$ cat config.mk
export PLATFORM = sky130hd
export DESIGN_NAME = nand_fe_top
export DESIGN_NICKNAME = d
export VERILOG_FILES = /design/src/rtl/nand_fe_pkg.sv /design/src/rtl/nand_fe_classify.sv /design/src/rtl/nand_fe_cmd_reg.sv /design/src/rtl/nand_fe_addr_acc.sv /design/src/rtl/nand_fe_top.sv
export SDC_FILE = /design/constraint.sdc
export NUM_CORES = 1
export LEC_CHECK = 0
export BUFFER_PORTS_ARGS = -buffer_cell sky130_fd_sc_hd__buf_2
export CAP_MARGIN = 5
export CORE_MARGIN = 3
export CORE_UTILIZATION = 25
export CTS_CLUSTER_SIZE = 30
export DETAILED_ROUTE_END_ITERATION = 8
export SYNTH_ARGS = -nofsm -noshare
export SYNTH_HDL_FRONTEND = slang
export SYNTH_SLANG_ARGS = --single-unit
$ cat constraint.sdc
create_clock -name clk -period 2.6 [get_ports clk]
set_clock_uncertainty 0.1 [all_clocks]
set_input_delay 0.26 -clock clk [delete_from_list [all_inputs] [get_ports clk]]
set_output_delay 0.26 -clock clk [all_outputs]
set_load 0.02 [all_outputs]
$ cat src/rtl/nand_fe_pkg.sv
package nand_fe_pkg;

  localparam logic [7:0] OP_READ       = 8'h00;
  localparam logic [7:0] OP_READ_HI    = 8'h01;
  localparam logic [7:0] OP_READ_SPARE = 8'h50;
  localparam logic [7:0] OP_IDENT      = 8'h90;
  localparam logic [7:0] OP_RESET      = 8'hFF;
  localparam logic [7:0] OP_PROG       = 8'h80;
  localparam logic [7:0] OP_PROG_GO    = 8'h10;
  localparam logic [7:0] OP_ERASE      = 8'h60;
  localparam logic [7:0] OP_ERASE_GO   = 8'hD0;
  localparam logic [7:0] OP_STATUS     = 8'h70;
  localparam logic [7:0] OP_COPY       = 8'h85;

  typedef enum logic [1:0] {
    CYC_IDLE,
    CYC_CMD,
    CYC_ADDR,
    CYC_DATA
  } cyc_kind_e;

  // number of address bytes that close the address phase (0: none)
  function automatic logic [2:0] addr_need(input logic [7:0] op);
    case (op)
      OP_IDENT:                   addr_need = 3'd1;
      OP_ERASE:                   addr_need = 3'd2;
      OP_READ, OP_PROG, OP_COPY:  addr_need = 3'd3;
      default:                    addr_need = 3'd0;
    endcase
  endfunction

  // commands that carry the address built so far
  function automatic logic keeps_addr(input logic [7:0] op);
    case (op)
      OP_STATUS, OP_PROG_GO, OP_ERASE, OP_ERASE_GO, OP_RESET: keeps_addr = 1'b1;
      default:                                                 keeps_addr = 1'b0;
    endcase
  endfunction

  // commands complete on their own command cycle
  function automatic logic is_immediate(input logic [7:0] op);
    case (op)
      OP_STATUS, OP_PROG_GO, OP_ERASE_GO, OP_RESET: is_immediate = 1'b1;
      default:                                       is_immediate = 1'b0;
    endcase
  endfunction

  function automatic logic is_pointer(input logic [7:0] op);
    is_pointer = (op == OP_READ) || (op == OP_READ_HI) || (op == OP_READ_SPARE);
  endfunction

  // code kept after aliasing of the read-pointer group
  function automatic logic [7:0] canon_op(input logic [7:0] op);
    canon_op = is_pointer(op) ? OP_READ : op;
  endfunction

endpackage

$ cat src/rtl/nand_fe_classify.sv
module nand_fe_classify
  import nand_fe_pkg::*;
(
  input  logic      clk,
  input  logic      rst_n,
  input  logic      wr_en,
  input  logic      ce_n,
  input  logic      cle,
  input  logic      ale,
  output cyc_kind_e kind,
  output logic      cmd_cyc,
  output logic      addr_cyc,
  output logic      data_cyc
);

  always_comb begin
    kind = CYC_IDLE;
    if (wr_en && !ce_n) begin
      if (cle)      kind = CYC_CMD;
      else if (ale) kind = CYC_ADDR;
      else          kind = CYC_DATA;
    end
  end

  assign cmd_cyc  = (kind == CYC_CMD);
  assign addr_cyc = (kind == CYC_ADDR);
  assign data_cyc = (kind == CYC_DATA);

  // exactly one class at most, and none without chip enable
  p_class_onehot_r1: assert property (@(posedge clk) disable iff (!rst_n)
    $onehot0({cmd_cyc, addr_cyc, data_cyc}));
  p_ce_gate_r1: assert property (@(posedge clk) disable iff (!rst_n)
    ce_n |-> !(cmd_cyc || addr_cyc || data_cyc));

endmodule

$ cat src/rtl/nand_fe_cmd_reg.sv
module nand_fe_cmd_reg
  import nand_fe_pkg::*;
#(
  parameter int PAGE_BYTES = 512,
  parameter int COL_W      = $clog2(PAGE_BYTES) + 1
) (
  input  logic             clk,
  input  logic             rst_n,
  input  logic             cmd_cyc,
  input  logic [7:0]       io_in,
  output logic [7:0]       cmd_q,
  output logic [COL_W-1:0] col_q,
  output logic             cmd_done_q,
  output logic             clear_addr
);

  localparam logic [COL_W-1:0] COL_HALF  = COL_W'(PAGE_BYTES / 2);
  localparam logic [COL_W-1:0] COL_SPARE = COL_W'(PAGE_BYTES);

  function automatic logic [COL_W-1:0] next_col(input logic [7:0] op,
                                               input logic [COL_W-1:0] cur);
    case (op)
      OP_READ:       next_col = '0;
      OP_READ_HI:    next_col = COL_HALF;
      OP_READ_SPARE: next_col = COL_SPARE;
      default:       next_col = cur;
    endcase
  endfunction

  assign clear_addr = cmd_cyc && !keeps_addr(io_in);

  always_ff @(posedge clk or negedge rst_n) begin
    if (!rst_n) begin
      cmd_q      <= OP_READ;
      col_q      <= '0;
      cmd_done_q <= 1'b0;
    end else begin
      cmd_done_q <= cmd_cyc && is_immediate(io_in);
      if (cmd_cyc) begin
        cmd_q <= canon_op(io_in);
        col_q <= next_col(io_in, col_q);
      end
    end
  end

  // second-half pointer is stored as a plain read at half page
  p_alias_half_r3: assert property (@(posedge clk) disable iff (!rst_n)
    (cmd_cyc && io_in == OP_READ_HI) |=> (cmd_q == OP_READ && col_q == COL_HALF));
  // spare pointer lands on the page size
  p_alias_spare_r3: assert property (@(posedge clk) disable iff (!rst_n)
    (cmd_cyc && io_in == OP_READ_SPARE) |=> (cmd_q == OP_READ && col_q == COL_SPARE));
  // other codes hold the column offset
  p_col_hold_r4: assert property (@(posedge clk) disable iff (!rst_n)
    (cmd_cyc && !is_pointer(io_in)) |=> $stable(col_q));
  // nothing but a command cycle raises the completion pulse
  p_cdone_src_r8: assert property (@(posedge clk) disable iff (!rst_n)
    !cmd_cyc |=> !cmd_done_q);

endmodule

$ cat src/rtl/nand_fe_addr_acc.sv
module nand_fe_addr_acc
  import nand_fe_pkg::*;
#(
  parameter int ADDR_BYTES = 4,
  parameter int ADDR_W     = 8 * ADDR_BYTES,
  parameter int CNT_W      = $clog2(ADDR_BYTES + 1)
) (
  input  logic              clk,
  input  logic              rst_n,
  input  logic              clear_addr,
  input  logic              addr_cyc,
  input  logic [7:0]        io_in,
  input  logic [7:0]        cur_op,
  output logic [ADDR_W-1:0] addr_q,
  output logic [CNT_W-1:0]  cnt_q,
  output logic              addr_done_q
);

  localparam logic [CNT_W-1:0] CNT_MAX = CNT_W'(ADDR_BYTES);

  logic             take_byte;
  logic [CNT_W:0]   cnt_next;
  logic [2:0]       need;
  logic             phase_end;

  assign take_byte = addr_cyc && (cnt_q < CNT_MAX);
  assign cnt_next  = {1'b0, cnt_q} + 1'b1;
  assign need      = addr_need(cur_op);
  assign phase_end = take_byte && (need != 3'd0) && (cnt_next == (CNT_W+1)'(need));

  for (genvar b = 0; b < ADDR_BYTES; b++) begin : g_lane
    always_ff @(posedge clk or negedge rst_n) begin
      if (!rst_n)
        addr_q[8*b +: 8] <= 8'h00;
      else if (clear_addr)
        addr_q[8*b +: 8] <= 8'h00;
      else if (take_byte && cnt_q == CNT_W'(b))
        addr_q[8*b +: 8] <= addr_q[8*b +: 8] | io_in;
    end
  end

  always_ff @(posedge clk or negedge rst_n) begin
    if (!rst_n) begin
      cnt_q       <= '0;
      addr_done_q <= 1'b0;
    end else begin
      addr_done_q <= phase_end;
      if (clear_addr)     cnt_q <= '0;
      else if (take_byte) cnt_q <= cnt_next[CNT_W-1:0];
    end
  end

  // count never passes the address width
  p_no_overflow_r6: assert property (@(posedge clk) disable iff (!rst_n)
    cnt_q <= CNT_MAX);
  // one step per accepted byte
  p_cnt_step_r6: assert property (@(posedge clk) disable iff (!rst_n)
    (addr_cyc && cnt_q < CNT_MAX) |=> cnt_q == CNT_W'($past(cnt_q) + 1'b1));
  // a clearing command empties the address
  p_clear_r5: assert property (@(posedge clk) disable iff (!rst_n)
    clear_addr |=> (addr_q == '0 && cnt_q == '0));
  // identification ends after its first address byte
  p_id_one_byte_r7: assert property (@(posedge clk) disable iff (!rst_n)
    (addr_cyc && cur_op == OP_IDENT && cnt_q == '0) |=> addr_done_q);

endmodule

$ cat src/rtl/nand_fe_top.sv
module nand_fe_top
  import nand_fe_pkg::*;
#(
  parameter int PAGE_BYTES = 512,
  parameter int ADDR_BYTES = 4,
  parameter int COL_W      = $clog2(PAGE_BYTES) + 1,
  parameter int ADDR_W     = 8 * ADDR_BYTES,
  parameter int CNT_W      = $clog2(ADDR_BYTES + 1)
) (
  input  logic              clk,
  input  logic              rst_n,
  input  logic              wr_en,
  input  logic              ce_n,
  input  logic              cle,
  input  logic              ale,
  input  logic              wp_n,
  input  logic [7:0]        io_in,
  output logic [7:0]        cur_cmd,
  output logic [COL_W-1:0]  col_off,
  output logic [ADDR_W-1:0] addr_out,
  output logic [CNT_W-1:0]  addr_cnt,
  output logic              cmd_done,
  output logic              addr_done,
  output logic              data_stb,
  output logic [7:0]        data_out,
  output logic              prot_ok
);

  cyc_kind_e kind;
  logic      cmd_cyc, addr_cyc, data_cyc;
  logic      clear_addr;
  logic      past_ok;

  nand_fe_classify u_class (
    .clk      (clk),
    .rst_n    (rst_n),
    .wr_en    (wr_en),
    .ce_n     (ce_n),
    .cle      (cle),
    .ale      (ale),
    .kind     (kind),
    .cmd_cyc  (cmd_cyc),
    .addr_cyc (addr_cyc),
    .data_cyc (data_cyc)
  );

  nand_fe_cmd_reg #(.PAGE_BYTES(PAGE_BYTES), .COL_W(COL_W)) u_cmd (
    .clk        (clk),
    .rst_n      (rst_n),
    .cmd_cyc    (cmd_cyc),
    .io_in      (io_in),
    .cmd_q      (cur_cmd),
    .col_q      (col_off),
    .cmd_done_q (cmd_done),
    .clear_addr (clear_addr)
  );

  nand_fe_addr_acc #(.ADDR_BYTES(ADDR_BYTES), .ADDR_W(ADDR_W), .CNT_W(CNT_W)) u_addr (
    .clk         (clk),
    .rst_n       (rst_n),
    .clear_addr  (clear_addr),
    .addr_cyc    (addr_cyc),
    .io_in       (io_in),
    .cur_op      (cur_cmd),
    .addr_q      (addr_out),
    .cnt_q       (addr_cnt),
    .addr_done_q (addr_done)
  );

  always_ff @(posedge clk or negedge rst_n) begin
    if (!rst_n) begin
      data_stb <= 1'b0;
      data_out <= 8'h00;
      prot_ok  <= 1'b0;
      past_ok  <= 1'b0;
    end else begin
      data_stb <= data_cyc;
      if (data_cyc) data_out <= io_in;
      prot_ok  <= wp_n;
      past_ok  <= 1'b1;
    end
  end

  // protect flag follows the pin one edge later
  p_wp_track_r9: assert property (@(posedge clk) disable iff (!rst_n)
    past_ok |-> prot_ok == $past(wp_n));
  // data and idle cycles leave the command state alone
  p_data_quiet_r10: assert property (@(posedge clk) disable iff (!rst_n)
    (kind == CYC_DATA || kind == CYC_IDLE) |=>
      ($stable(cur_cmd) && $stable(col_off) && $stable(addr_out) && $stable(addr_cnt)));
  // the two completion pulses never coincide
  p_pulse_excl_r8: assert property (@(posedge clk) disable iff (!rst_n)
    !(cmd_done && addr_done));

endmodule

# Yosys cells after proc, flatten, opt, wreduce, memory -nomap -nowiden
# Index checks and enable logic that the tools add are counted.
[totals]
regBits = 65
input_bits = 15
elab_cells = 82
[op_classes]
add_sub_neg = 1
n_lt_le_gt_ge = 1
n_eq_ne = 18
muxes = 18
n_bitwise = 4
n_reduce_logical = 28
[op_table]
columns = ["operator", "count"]
rows = [
  ["8-bit 2-to-1 mux", 9],
  ["8-bit == test (second input constant)", 5],
  ["8-bit by 7-bit == test with 1-bit output (second input constant)", 4],
  ["8-bit bitwise OR", 4],
  ["10-bit case mux with 3 select lines", 1],
  ["8-bit logical NOT", 2],
  ["1-bit logical AND", 10],
  ["2-bit nonzero test", 5],
  ["8-bit by 1-bit == test with 1-bit output (second input constant)", 1],
  ["8-bit by 5-bit == test with 1-bit output (second input constant)", 1],
  ["3-bit by 2-bit == test with 1-bit output (second input constant)", 2],
  ["3-bit 2-to-1 mux", 2],
  ["2-bit case mux with 3 select lines", 1],
  ["3-bit nonzero test", 2],
  ["5-bit OR reduction", 1],
  ["3-bit by 1-bit adder with 4-bit output (second input constant)", 1],
  ["2-bit == test (second input constant)", 2],
  ["4-bit by 2-bit == test with 1-bit output", 1],
  ["2-bit 2-to-1 mux", 2],
  ["4-bit OR reduction", 1],
  ["3-bit by 1-bit == test with 1-bit output (second input constant)", 1],
  ["3-bit logical NOT", 1],
  ["3-bit less-than comparator (second input constant)", 1],
  ["1-bit 2-to-1 mux", 3],
  ["other kinds (5)", 7],
]

# Logic depth before layout (Yosys ltp)
# Gate-level depths: netlist of the first run.
[logic_depth]
ltp_word = 8
depth_mapped = 6
ltp_nobuf = 5

# Hierarchy
# From an unflattened synthesis of the first run, not the netlist that was laid out.
[unflattened]
cells_unflattened = 229
area_unflattened_um2 = 2557.5
[by_module_without_submodules]
columns = ["mod", "instances", "cells_per_inst", "area_each_um2", "seq_area_each_um2"]
rows = [
  ["nand_fe_addr_acc", 1, 138, 1463.9, 900.9],
  ["nand_fe_cmd_reg", 1, 65, 655.6, 275.3],
  ["nand_fe_top", 1, 19, 381.6, 250.2],
  ["nand_fe_classify", 1, 7, 56.3, 0.0],
]

# Least setup slack after synthesis of the first run
# Ideal clock, no wire load.
[synth_path]
path_type = "in2reg"
startpoint = "input port io_in[3]"
endpoint = "register u_cmd.col_q[8]"
setup_time_ns = 0.119
arrival_time_ns = 1.732
required_ns = 2.381
setup_slack_ns = 0.649
stages = 5
path_buffers = 1
path_cell_list = "buf_2 -> or4_4 -> or2_4 -> or4_1 -> o21a_1"
[synth_between]
elab_chain_len = 3
elab_cells_between_ends = 6
classes_between = "eq/ne: 2; mux: 1; reduce/logical: 3"
[synth_rtl]
columns = ["item", "line_no", "text"]
rows = [
  ["start: declaration", "nand_fe_top.sv:17", "input logic [7:0] io_in,"],
  ["8-bit by 7-bit == test with 1-bit output (tied with other cells)", "nand_fe_cmd_reg.sv:22", "case (op)"],
  ["3-bit nonzero test (no source line)", "--", ""],
  ["2-bit AND reduction (no source line)", "--", ""],
  ["end signal: assignment", "nand_fe_cmd_reg.sv:41", "col_q <= next_col(io_in, col_q);"],
  ["end: declaration", "nand_fe_cmd_reg.sv:12", "output logic [COL_W-1:0] col_q,"],
]
# Several ways; a longest one is shown, not always the timed one. The select of a mux whose other input is x is not followed.
# A chain may end at the register's enable or synchronous reset.

# Worst setup path in the final report of the first run
[layout_path]
startpoint = "input port io_in[1]"
endpoint = "register u_addr.addr_q[29]"
[layout_between]
elab_chain_len = 6
elab_cells_between_ends = 11
classes_between = "eq/ne: 5; mux: 2; reduce/logical: 4"
[layout_rtl]
columns = ["item", "line_no", "text"]
rows = [
  ["8-bit by 7-bit == test with 1-bit output (tied with other cells)", "nand_fe_pkg.sv:34", "case (op)"],
  ["5-bit OR reduction (*)", "nand_fe_pkg.sv:34", ""],
  ["1-bit 2-to-1 mux (*)", "nand_fe_pkg.sv:34", ""],
  ["1-bit logical NOT (*)", "nand_fe_cmd_reg.sv:30", "assign clear_addr = cmd_cyc && !keeps_addr(io_in);"],
  ["1-bit logical AND (*)", "nand_fe_cmd_reg.sv:30", ""],
  ["8-bit 2-to-1 mux or 2-bit nonzero test (tied branches)", "--", ""],
  ["end signal: indexed assignment", "nand_fe_addr_acc.sv:38", "addr_q[8*b +: 8] <= addr_q[8*b +: 8] | io_in;"],
  ["end: declaration", "nand_fe_addr_acc.sv:14", "output logic [ADDR_W-1:0] addr_q,"],
]
# Mark *: on every way between the ends. The rest lies on a longest branch, timed or not.

==> results.sh, run 1 <==
export IMPL_status="completed"
export IMPL_cts_hold_buf=2
export IMPL_required_ns=2.77
export IMPL_yosysWarnings=0
export IMPL_die_w_um=106.0
export IMPL_syn_inst=226
export IMPL_place_hpwl_mm=5.055
export IMPL_netlist_area_leader_share_pct=57.03
export IMPL_gp_congestion=0.7641
export IMPL_dr_total_vias=2043
export IMPL_port_buffers=71
export IMPL_synth_yosys_seq_area_share_pct=57.03
export IMPL_cts_buffers=9
export IMPL_fp_dieH_um=106.0
export IMPL_overflow=0
export IMPL_hold_class="in2reg"
export IMPL_reg2reg_setup_slack_ns=1.04
export IMPL_synth_edf_count=0
export IMPL_antenna_found_initial=0
export IMPL_drc_errors=0
export IMPL_start_util_pct=26.44
export IMPL_maxCapViolCount=0
export IMPL_post_cts_setup_buffer_count=0
export IMPL_worstRegToRegCells=4
export IMPL_synthTopCellsByCount="57 x dfrtp_1, 36 x a21oi_1, 32 x a31oi_1"
export IMPL_crit_fanout=23
export IMPL_wirelength_mm=7.151
export IMPL_drive_above_1_share_pct=37.58
export IMPL_drtAntennaViolNets=0
export IMPL_setup_viol=0
export IMPL_synth_seq_cells=57
export IMPL_seq_power_share_pct=41.0
export IMPL_clock_root_buffer="clkbuf_8"
export IMPL_synth_ff_type="dfrtp_1"
export IMPL_fin_nets=314
export IMPL_yosys_area_top_type="dfrtp_1"
export IMPL_finalPower_mw=2.571
export IMPL_post_route_period_util_pct=67.68
export IMPL_synth_area_per_cell_um2=11.07
export IMPL_switching_share_pct=29.55
export IMPL_pwr_share_clk_pct=39.5
export IMPL_max_slew_worst_pin_slew_ns=0.6547
export IMPL_drv_slew=0
export IMPL_ioPinCount=80
export IMPL_start_kind="input port"
export IMPL_path_clk_slew_ns=0.07
export IMPL_max_freq_ghz=0.5683
export IMPL_arrival_ns=1.93
export IMPL_first_iter_violations=153
export IMPL_grt_max_degree=36
export IMPL_irDropWorstVdd_mv=0.3571
export IMPL_tritoncts="built"
export IMPL_hold_violations=0
export IMPL_slew_headroom_pct=56.35
export IMPL_setup_tns_ns=0
export IMPL_synthToLayoutAreaGrowth_pct=28.76
export IMPL_intPower_mw=1.812
export IMPL_grt_pass1_wl_mm=11.70
export IMPL_power_density_nw_per_um2=798.4
export IMPL_syn_area_um2=2501
export IMPL_fin_crit_ns=1.760
export IMPL_hold_depth=3
export IMPL_cts_sinks=57
export IMPL_path_class="in2reg"
export IMPL_clockBufferDepth=2
export IMPL_antenna_cells=0
export IMPL_coreArea_um2=9459
export IMPL_synthDistinctLibCells=38
export IMPL_cp_end_kind="flop"
export IMPL_drt_wirelength_per_cell_um=16.75
export IMPL_p_leak_nw=1.557
export IMPL_async_reset_ff_share_pct=100.0
export IMPL_combPwrFrac_pct=19.5
export IMPL_htreeDepth=3
export IMPL_yosys_top_cells_area="dfrtp_1 57%, a31oi_1 8.0%, a21oi_1 7.2%"
export IMPL_grt_pass1_vias=2068
export IMPL_fin_util_pct=34.05
export IMPL_synth_most_common_cell="dfrtp_1"
export IMPL_power_switching_uw=759.8
export IMPL_clkLatencyLatePin_ns=0.34
export IMPL_vias_per_cell=4.785
export IMPL_die_area_um2=11240
export IMPL_final_area_um2=3221
export IMPL_grt_use_total_pct=13.39
export IMPL_place_area_um2=2959
export IMPL_rsz0062_at_grt="no"
export IMPL_drt_first_pass_iters=4
export IMPL_rows=35
export IMPL_ctsResizeCount=0
==> cell families after synthesis <==
logic type                 synth area share (%)
adders and majority gates                 2.501
muxes                                     6.253
xor gates and xnor gates                  1.051
buffers and inverters                     6.503
other                                    0.1499
AOI/OAI and AO/OA                         18.66
and+or+nand+nor                           7.854
DFF                                       57.03
==> sequential cells by signal, indices dropped and copies added, names as in the netlist <==
signal	cells
data_out	8
data_stb	1
prot_ok	1
u_addr.addr_done_q	1
u_addr.addr_q	32
u_addr.cnt_q	3
u_cmd.cmd_done_q	1
u_cmd.cmd_q	8
u_cmd.col_q	2
==> area by class of cell <==
class / count / area [um^2]
inverter: 3 / 11.26
fill: 1007 / 6238
sequential: 57 / 1426
multi-input combinational: 143 / 952.2
timing repair buffer: 80 / 427.9
tap: 129 / 161.4
clock inverter: 5 / 103.9
clock buffer: 10 / 137.6
==> per-layer routing <==
metal / up-vias / routed length, um / share of wire, % / track usage (%)
met1: 1014 / 3371 / 47 / 18.43
li1: 952 / - / - / -
met3: 7 / 415 / 5.8 / 3.704
met2: 70 / 3292 / 46 / 19.99
met5: - / 0 / 0 / 0
met4: 0 / 72 / 1.0 / 5.180
==> through the flow <==
step	hold WS [ns]	instances	setup WS, ns
floorplan	-0.1356	233	0.6491
global route	0.1835	427	0.6063
CTS	0.1689	427	0.8509
finish	0.1824	427	0.8402
global placement	0.2256	410	0.5551
detailed placement	0.2358	410	0.4843
==> power by group through the flow <==
stage	logic [mW]	registers, mW	clock network, mW
finish	0.501	1.06	1.01
floorplan	0.200	1.18	0
CTS	0.511	1.06	1.04
global route	0.550	1.07	1.09
detailed placement	0.507	1.07	0
global placement	0.501	1.07	0
==> critical path: stages <==
cell and delay (ns):
buf_2 0.16, or3_1 0.40, nor4b_1 0.39, o21ai_2 0.26, buf_4 0.29, a21oi_1 0.16
==> final timing paths <==
path / end / start
worst max-delay path: u_addr.addr_q[29] / io_in[1]
worst min-delay path: u_cmd.cmd_q[0] / io_in[0]
worst max register to register: u_addr.addr_q[27] / u_addr.cnt_q[0]
worst min register to register: data_out[4] / data_out[4]
max in group asynchronous: u_cmd.cmd_q[5] / rst_n
min in group asynchronous: u_cmd.cmd_q[1] / rst_n
==> layout by cell type (no fill, tap or decap), types with 2 or more instances in the layout <==
cell / Yosys / layout
a21oi_1: 36 / 36
a31oi_1: 32 / 32
buf_2: 1 / 71
buf_4: 8 / 7
bufinv_16: 0 / 3
clkbuf_8: 0 / 10
conb_1: 1 / 8
dfrtp_1: 57 / 57
dlygate4sd3_1: 0 / 2
ha_1: 5 / 5
inv_1: 3 / 3
mux2_2: 13 / 13
nand2_1: 3 / 3
nand2b_1: 2 / 2
nand3_1: 2 / 2
nand4_1: 2 / 2
nor2_1: 8 / 7
nor3_1: 2 / 2
nor4_1: 3 / 3
o21ai_0: 6 / 6
o31ai_1: 2 / 2
or3_1: 2 / 2
xor2_1: 2 / 2
(Power assumes the default switching activity.)
==> run 2, diff against run 1 <==
==> constraint.sdc (replaced) <==
create_clock -name clk -period 1.5 [get_ports clk]
set_clock_uncertainty 0.1 [all_clocks]
set_input_delay 0.15 -clock clk [delete_from_list [all_inputs] [get_ports clk]]
set_output_delay 0.15 -clock clk [all_outputs]
set_load 0.02 [all_outputs]
==> run 2 against run 1 <==
  * Die area unchanged
  * Wire length is 4.4% higher
  * Non-clock buffer count grew 28
  * Highest routed layer unchanged
==> results.sh, run 2 (synthesized netlist as in run 1, its figures left out) <==
export IMPL_status="completed"
export IMPL_first_iter_violations=132
export IMPL_post_route_period_util_pct=97.86
export IMPL_whs_ns=0.06845
export IMPL_grt_pass1_vias=2253
export IMPL_p_leak_nw=1.685
export IMPL_pwr_share_clk_pct=33.7
export IMPL_crit_cells=5
export IMPL_drv_slew=0
export IMPL_power_switching_mw=1.334
export IMPL_dr_total_vias=2166
export IMPL_vias_per_cell=4.750
export IMPL_antenna_found_initial=0
export IMPL_tritoncts="built"
export IMPL_cp_slowest_cell="or4_4"
export IMPL_seq_power_share_pct=43.1
export IMPL_rows=35
export IMPL_maxCapViolCount=0
export IMPL_final_area_um2=3473
export IMPL_reg2reg_setup_slack_ns=0.09
export IMPL_drt_wirelength_per_cell_um=16.37
export IMPL_wirelength_mm=7.463
export IMPL_die_area_um2=11240
export IMPL_coreArea_um2=9459
export IMPL_clkLatencyLatePin_ns=0.34
export IMPL_crit_family="simple AND/OR/NAND/NOR gates"
export IMPL_combPwrFrac_pct=23.2
export IMPL_hold_depth=3
export IMPL_grt_use_total_pct=13.73
export IMPL_cts_sinks=57
export IMPL_arrival_ns=1.59
export IMPL_grt_max_degree=58
export IMPL_drtAntennaViolNets=0
export IMPL_irDropWorstVdd_mv=0.4516
export IMPL_hold_violations=0
export IMPL_fin_crit_ns=1.468
export IMPL_synthToLayoutAreaGrowth_pct=38.87
export IMPL_setup_viol=0
export IMPL_cp_cell_sequence="buf_2, or4_4, or2_4, or4_1, o21a_1"
export IMPL_largest_register_ffs=32
export IMPL_ioPinCount=80
export IMPL_max_flop_register="u_addr.addr_q"
export IMPL_port_buffers=71
export IMPL_grt_pass1_wl_mm=12.07
export IMPL_final_common_cell="buf_2"
export IMPL_drt_first_pass_iters=4
export IMPL_worstRegToRegCells=5
export IMPL_fp_dieH_um=106.0
export IMPL_drc_errors=0
export IMPL_path_class="in2reg"
export IMPL_gp_congestion=0.8369
export IMPL_max_freq_ghz=0.6813
export IMPL_cp_end_kind="flop"
export IMPL_htreeDepth=3
export IMPL_layout_common_cells="71 x buf_2, 56 x dfrtp_1, 35 x a21oi_1"
export IMPL_clockBufferDepth=2
export IMPL_required_ns=1.63
export IMPL_start_util_pct=26.44
export IMPL_intPower_mw=2.892
export IMPL_numPlacedInstances=436
export IMPL_antenna_cells=0
export IMPL_switching_share_pct=31.56
export IMPL_drive_above_1_share_pct=44.65
export IMPL_place_area_um2=3224
export IMPL_cts_buffers=9
export IMPL_critPathBufInv=1
export IMPL_hold_class="in2reg"
export IMPL_die_w_um=106.0
export IMPL_overflow=0
export IMPL_fillers=977
export IMPL_place_hpwl_mm=5.468
export IMPL_clock_root_buffer="clkbuf_8"
export IMPL_cpPeakStageDelay_ns=0.54
export IMPL_path_clk_slew_ns=0.06
export IMPL_start_kind="input port"
export IMPL_stdcell_count=456
export IMPL_fin_nets=342
export IMPL_setup_tns_ns=0
export IMPL_crit_fanout=5
export IMPL_top_regs="u_addr.addr_q: 32 flops, data_out: 8 flops, u_cmd.cmd_q: 8 flops"
export IMPL_rsz0062_at_grt="yes"
export IMPL_power_density_nw_per_um2=1217
==> run 2: cell types whose count changed in the layout (fill, tap and decap cells not counted), sizes merged <==
cell / delta
buf: +28
clkinvlp: +2
clkbuf: +1
bufinv: -2
==> run 2: worst paths after layout <==
check	start	to
hold / removal	ale	data_stb
setup / recovery	io_in[3]	u_cmd.col_q[8]
min in group asynchronous	rst_n	data_out[7]
setup reg to reg	u_addr.cnt_q[1]	u_addr.addr_done_q
max in group asynchronous	rst_n	u_addr.cnt_q[0]
hold reg to reg	data_out[7]	data_out[7]
==> run 2: power groups by stage <==
stage,clock (mW),combinational (mW),sequential (mW)
after detailed placement,0,0.963,1.85
final,1.42,0.982,1.82
after CTS,1.46,0.968,1.82
after floorplan,0,0.354,2.04
after global routing,1.54,1.07,1.85
after global placement,0,0.952,1.85
==> run 2: per-layer routing <==
metal,global-route usage (%),part of all wire (%),vias up,wire (um)
met5,0,0,-,0
met4,4.070,0.95,0,71
met3,5.039,6.1,6,454
met2,21.81,49,65,3649
met1,17.52,44,1089,3287
li1,-,-,1006,-
==> run 2: cell type report <==
class                   count  area (um^2)  area share, %
clock inverters             5        55.05          1.585
inverters                   3        11.26         0.3242
clock buffers              11        141.4          4.071
well taps                 129        161.4          4.647
flip-flops and latches     57         1428          41.10
multi-input cells         143        975.9          28.10
repair buffers            108        700.7          20.17
==> run 2: worst min-delay path: cells and delay by family <==
family        cells  cell delay, ns
buf+inv           2            0.25
simple gates      1            0.04
==> run 2: what timing repair did <==
action,4_1_cts,5_1_grt
resized for setup,0,4
setup buffers,0,2
hold buffers,2,0
hold endpoints to repair,58,0
endpoints found under the setup margin,0,11
==> run 2: metrics by stage <==
step,utilization (%),power [mW],setup slack [ns]
finish,36.72,4.226,0.03216
global route,36.72,4.458,-0.002686
CTS,36.38,4.253,0.02464
detailed placement,34.09,2.816,-0.3215
global placement,34.09,2.800,-0.2959
floorplan,-,2.397,-0.2753
==> run 3, diff against run 2 <==
--- a/config.mk
+++ b/config.mk
@@ -8,9 +8,10 @@
 export BUFFER_PORTS_ARGS = -buffer_cell sky130_fd_sc_hd__buf_2
 export CAP_MARGIN = 5
 export CORE_MARGIN = 3
-export CORE_UTILIZATION = 25
+export CORE_UTILIZATION = 45
 export CTS_CLUSTER_SIZE = 30
 export DETAILED_ROUTE_END_ITERATION = 8
+export PLACE_DENSITY = 0.75
 export SYNTH_ARGS = -nofsm -noshare
 export SYNTH_HDL_FRONTEND = slang
 export SYNTH_SLANG_ARGS = --single-unit
==> run 3 against run 2 <==
  * Wire length down 10%
  * Sequential share of layout area grew 1.0 points
  * Via count shrank 0.74%
  * Flip-flop and latch count unchanged
  * Non-clock buffer count is 3 lower
  * Cell count down 14%
  * Sequential power hardly changed
  * Maximum frequency about the same
  * Worst hold slack better by 0.0084 ns
  * Die area shrank 42%
==> results.sh, run 3 (synthesized netlist as in run 1, its figures left out) <==
export IMPL_status="completed"
export IMPL_place_area_um2=3123
export IMPL_tritoncts="built"
export IMPL_fin_crit_ns=1.468
export IMPL_layout_common_cells="71 x buf_2, 56 x dfrtp_1, 36 x a21oi_1"
export IMPL_fillers=416
export IMPL_largest_register_ffs=32
export IMPL_required_ns=1.63
export IMPL_first_iter_violations=147
export IMPL_ioPinCount=80
export IMPL_final_common_cell="buf_2"
export IMPL_reg2reg_setup_slack_ns=0.08
export IMPL_pwr_share_clk_pct=34.4
export IMPL_fp_dieH_um=80.55
export IMPL_overflow=0
export IMPL_synthToLayoutAreaGrowth_pct=35.42
export IMPL_coreArea_um2=5238
export IMPL_hold_path_startpoint="ale"
export IMPL_min_to="data_stb"
export IMPL_hold_class="in2reg"
export IMPL_drt_first_pass_iters=5
export IMPL_maxCapViolCount=0
export IMPL_worstRegToRegCells=4
export IMPL_start_util_pct=47.75
export IMPL_port_buffers=71
export IMPL_finalPower_mw=4.304
export IMPL_dr_total_vias=2150
export IMPL_clock_root_buffer="clkbuf_8"
export IMPL_top_regs="u_addr.addr_q: 32 flops, data_out: 8 flops, u_cmd.cmd_q: 8 flops"
export IMPL_drtAntennaViolNets=0
export IMPL_vias_per_cell=5.457
export IMPL_clockBufferDepth=2
export IMPL_die_area_um2=6488
export IMPL_crit_fanout=5
export IMPL_power_switching_mw=1.301
export IMPL_cts_sinks=57
export IMPL_hold_depth=3
export IMPL_gp_congestion=0.8435
export IMPL_rows=26
export IMPL_clkLatencyLatePin_ns=0.34
export IMPL_intPower_mw=3.003
export IMPL_path_class="in2reg"
export IMPL_antenna_cells=0
export IMPL_reg2reg_to="u_addr.addr_q[10]"
export IMPL_drv_slew=0
export IMPL_r2r_start="u_addr.cnt_q[0]"
export IMPL_setup_viol=0
export IMPL_seq_power_share_pct=42.4
export IMPL_power_density_nw_per_um2=1271
export IMPL_hold_violations=0
export IMPL_post_route_period_util_pct=97.87
export IMPL_numPlacedInstances=375
export IMPL_regArea_um2=1428
export IMPL_grt_use_total_pct=22.05
export IMPL_cts_buffers=9
export IMPL_arrival_ns=1.60
export IMPL_wirelength_mm=6.687
export IMPL_multi_input_comb_area_um2=987.2
export IMPL_combPwrFrac_pct=23.2
export IMPL_drc_errors=0
export IMPL_stdcell_count=394
export IMPL_path_clk_slew_ns=0.06
export IMPL_drive_above_1_share_pct=44.14
export IMPL_max_flop_register="u_addr.addr_q"
export IMPL_fin_nets=339
export IMPL_max_freq_ghz=0.6812
export IMPL_htreeDepth=3
export IMPL_grt_pass1_vias=2086
export IMPL_setup_tns_ns=0
export IMPL_rsz0062_at_grt="no"
export IMPL_start_kind="input port"
export IMPL_antenna_found_initial=0
export IMPL_drt_wirelength_per_cell_um=16.97
export IMPL_final_area_um2=3387
export IMPL_p_leak_nw=1.680
export IMPL_grt_pass1_wl_mm=10.59
export IMPL_die_w_um=80.55
export IMPL_place_hpwl_mm=4.672
export IMPL_grt_max_degree=29
export IMPL_irDropWorstVdd_mv=0.9439
export IMPL_switching_share_pct=30.23
export IMPL_cp_end_kind="flop"
run 3: cell types whose count changed in the layout (fill, tap and decap cells not counted), moves of 2 or more:
cell	change
buf_4	-2
clkbuf_8	+2
ha_1	-2
clkinvlp_4	-2
run 3: per-layer routing:
layer / vias up / GRT usage, % / share of wire, %
li1: 1003 / - / -
met1: 1043 / 29.14 / 44
met2: 89 / 33.53 / 47
met3: 15 / 7.511 / 7.7
met4: 0 / 8.277 / 1.5
met5: - / 0 / 0
run 3: final cells by class:
type / count / area share, %
sequential: 57 / 42.15
multi-input combinational: 143 / 29.15
timing repair buffer: 105 / 19.65
clock buffer: 14 / 5.098
tap: 70 / 2.586
clock inverter: 2 / 1.034
inverter: 3 / 0.3325
run 3: power by group through the flow:
stage               clock network, mW  logic [mW]  registers (mW)
floorplan                           0       0.354            2.04
global placement                    0       0.931            1.84
detailed placement                  0       0.948            1.85
CTS                              1.51       0.958            1.82
global route                     1.58        1.08            1.85
finish                           1.48        1.00            1.83
run 3: through the flow:
step                      worst slack [ns]  hold WS, ns  utilization [%]
after global routing              0.007585      0.07307            64.67
after CTS                          0.01124      0.06048            63.98
after detailed placement           -0.3175     -0.02532            59.63
after global placement             -0.2899     -0.03290            59.63
after floorplan                    -0.2753      -0.2456                -
final                              0.03196      0.07683            64.67
run 3: what timing repair did:
item,in CTS,in global routing
buffers inserted,0,1
endpoints found under the hold margin,58,0
hold buffers,2,0
endpoints found under the setup margin,0,36
gates resized for setup,0,5
run 3: worst max-delay path by stage:
| stage | endpoint | start |
|---|---|---|
| after CTS | u_addr.addr_q[30] | u_addr.cnt_q[0] |
| final | u_cmd.col_q[8] | io_in[3] |
| after global placement | u_cmd.col_q[8] | io_in[3] |
| after floorplan | u_cmd.col_q[8] | io_in[3] |
| after detailed placement | u_cmd.col_q[8] | io_in[3] |
| after global routing | u_cmd.col_q[8] | io_in[1] |
run 3: critical path, stage by stage:
cell and delay [ns]:
buf_2 0.10, or4_4 0.54, or2_4 0.29, or4_1 0.40, o21a_1 0.11
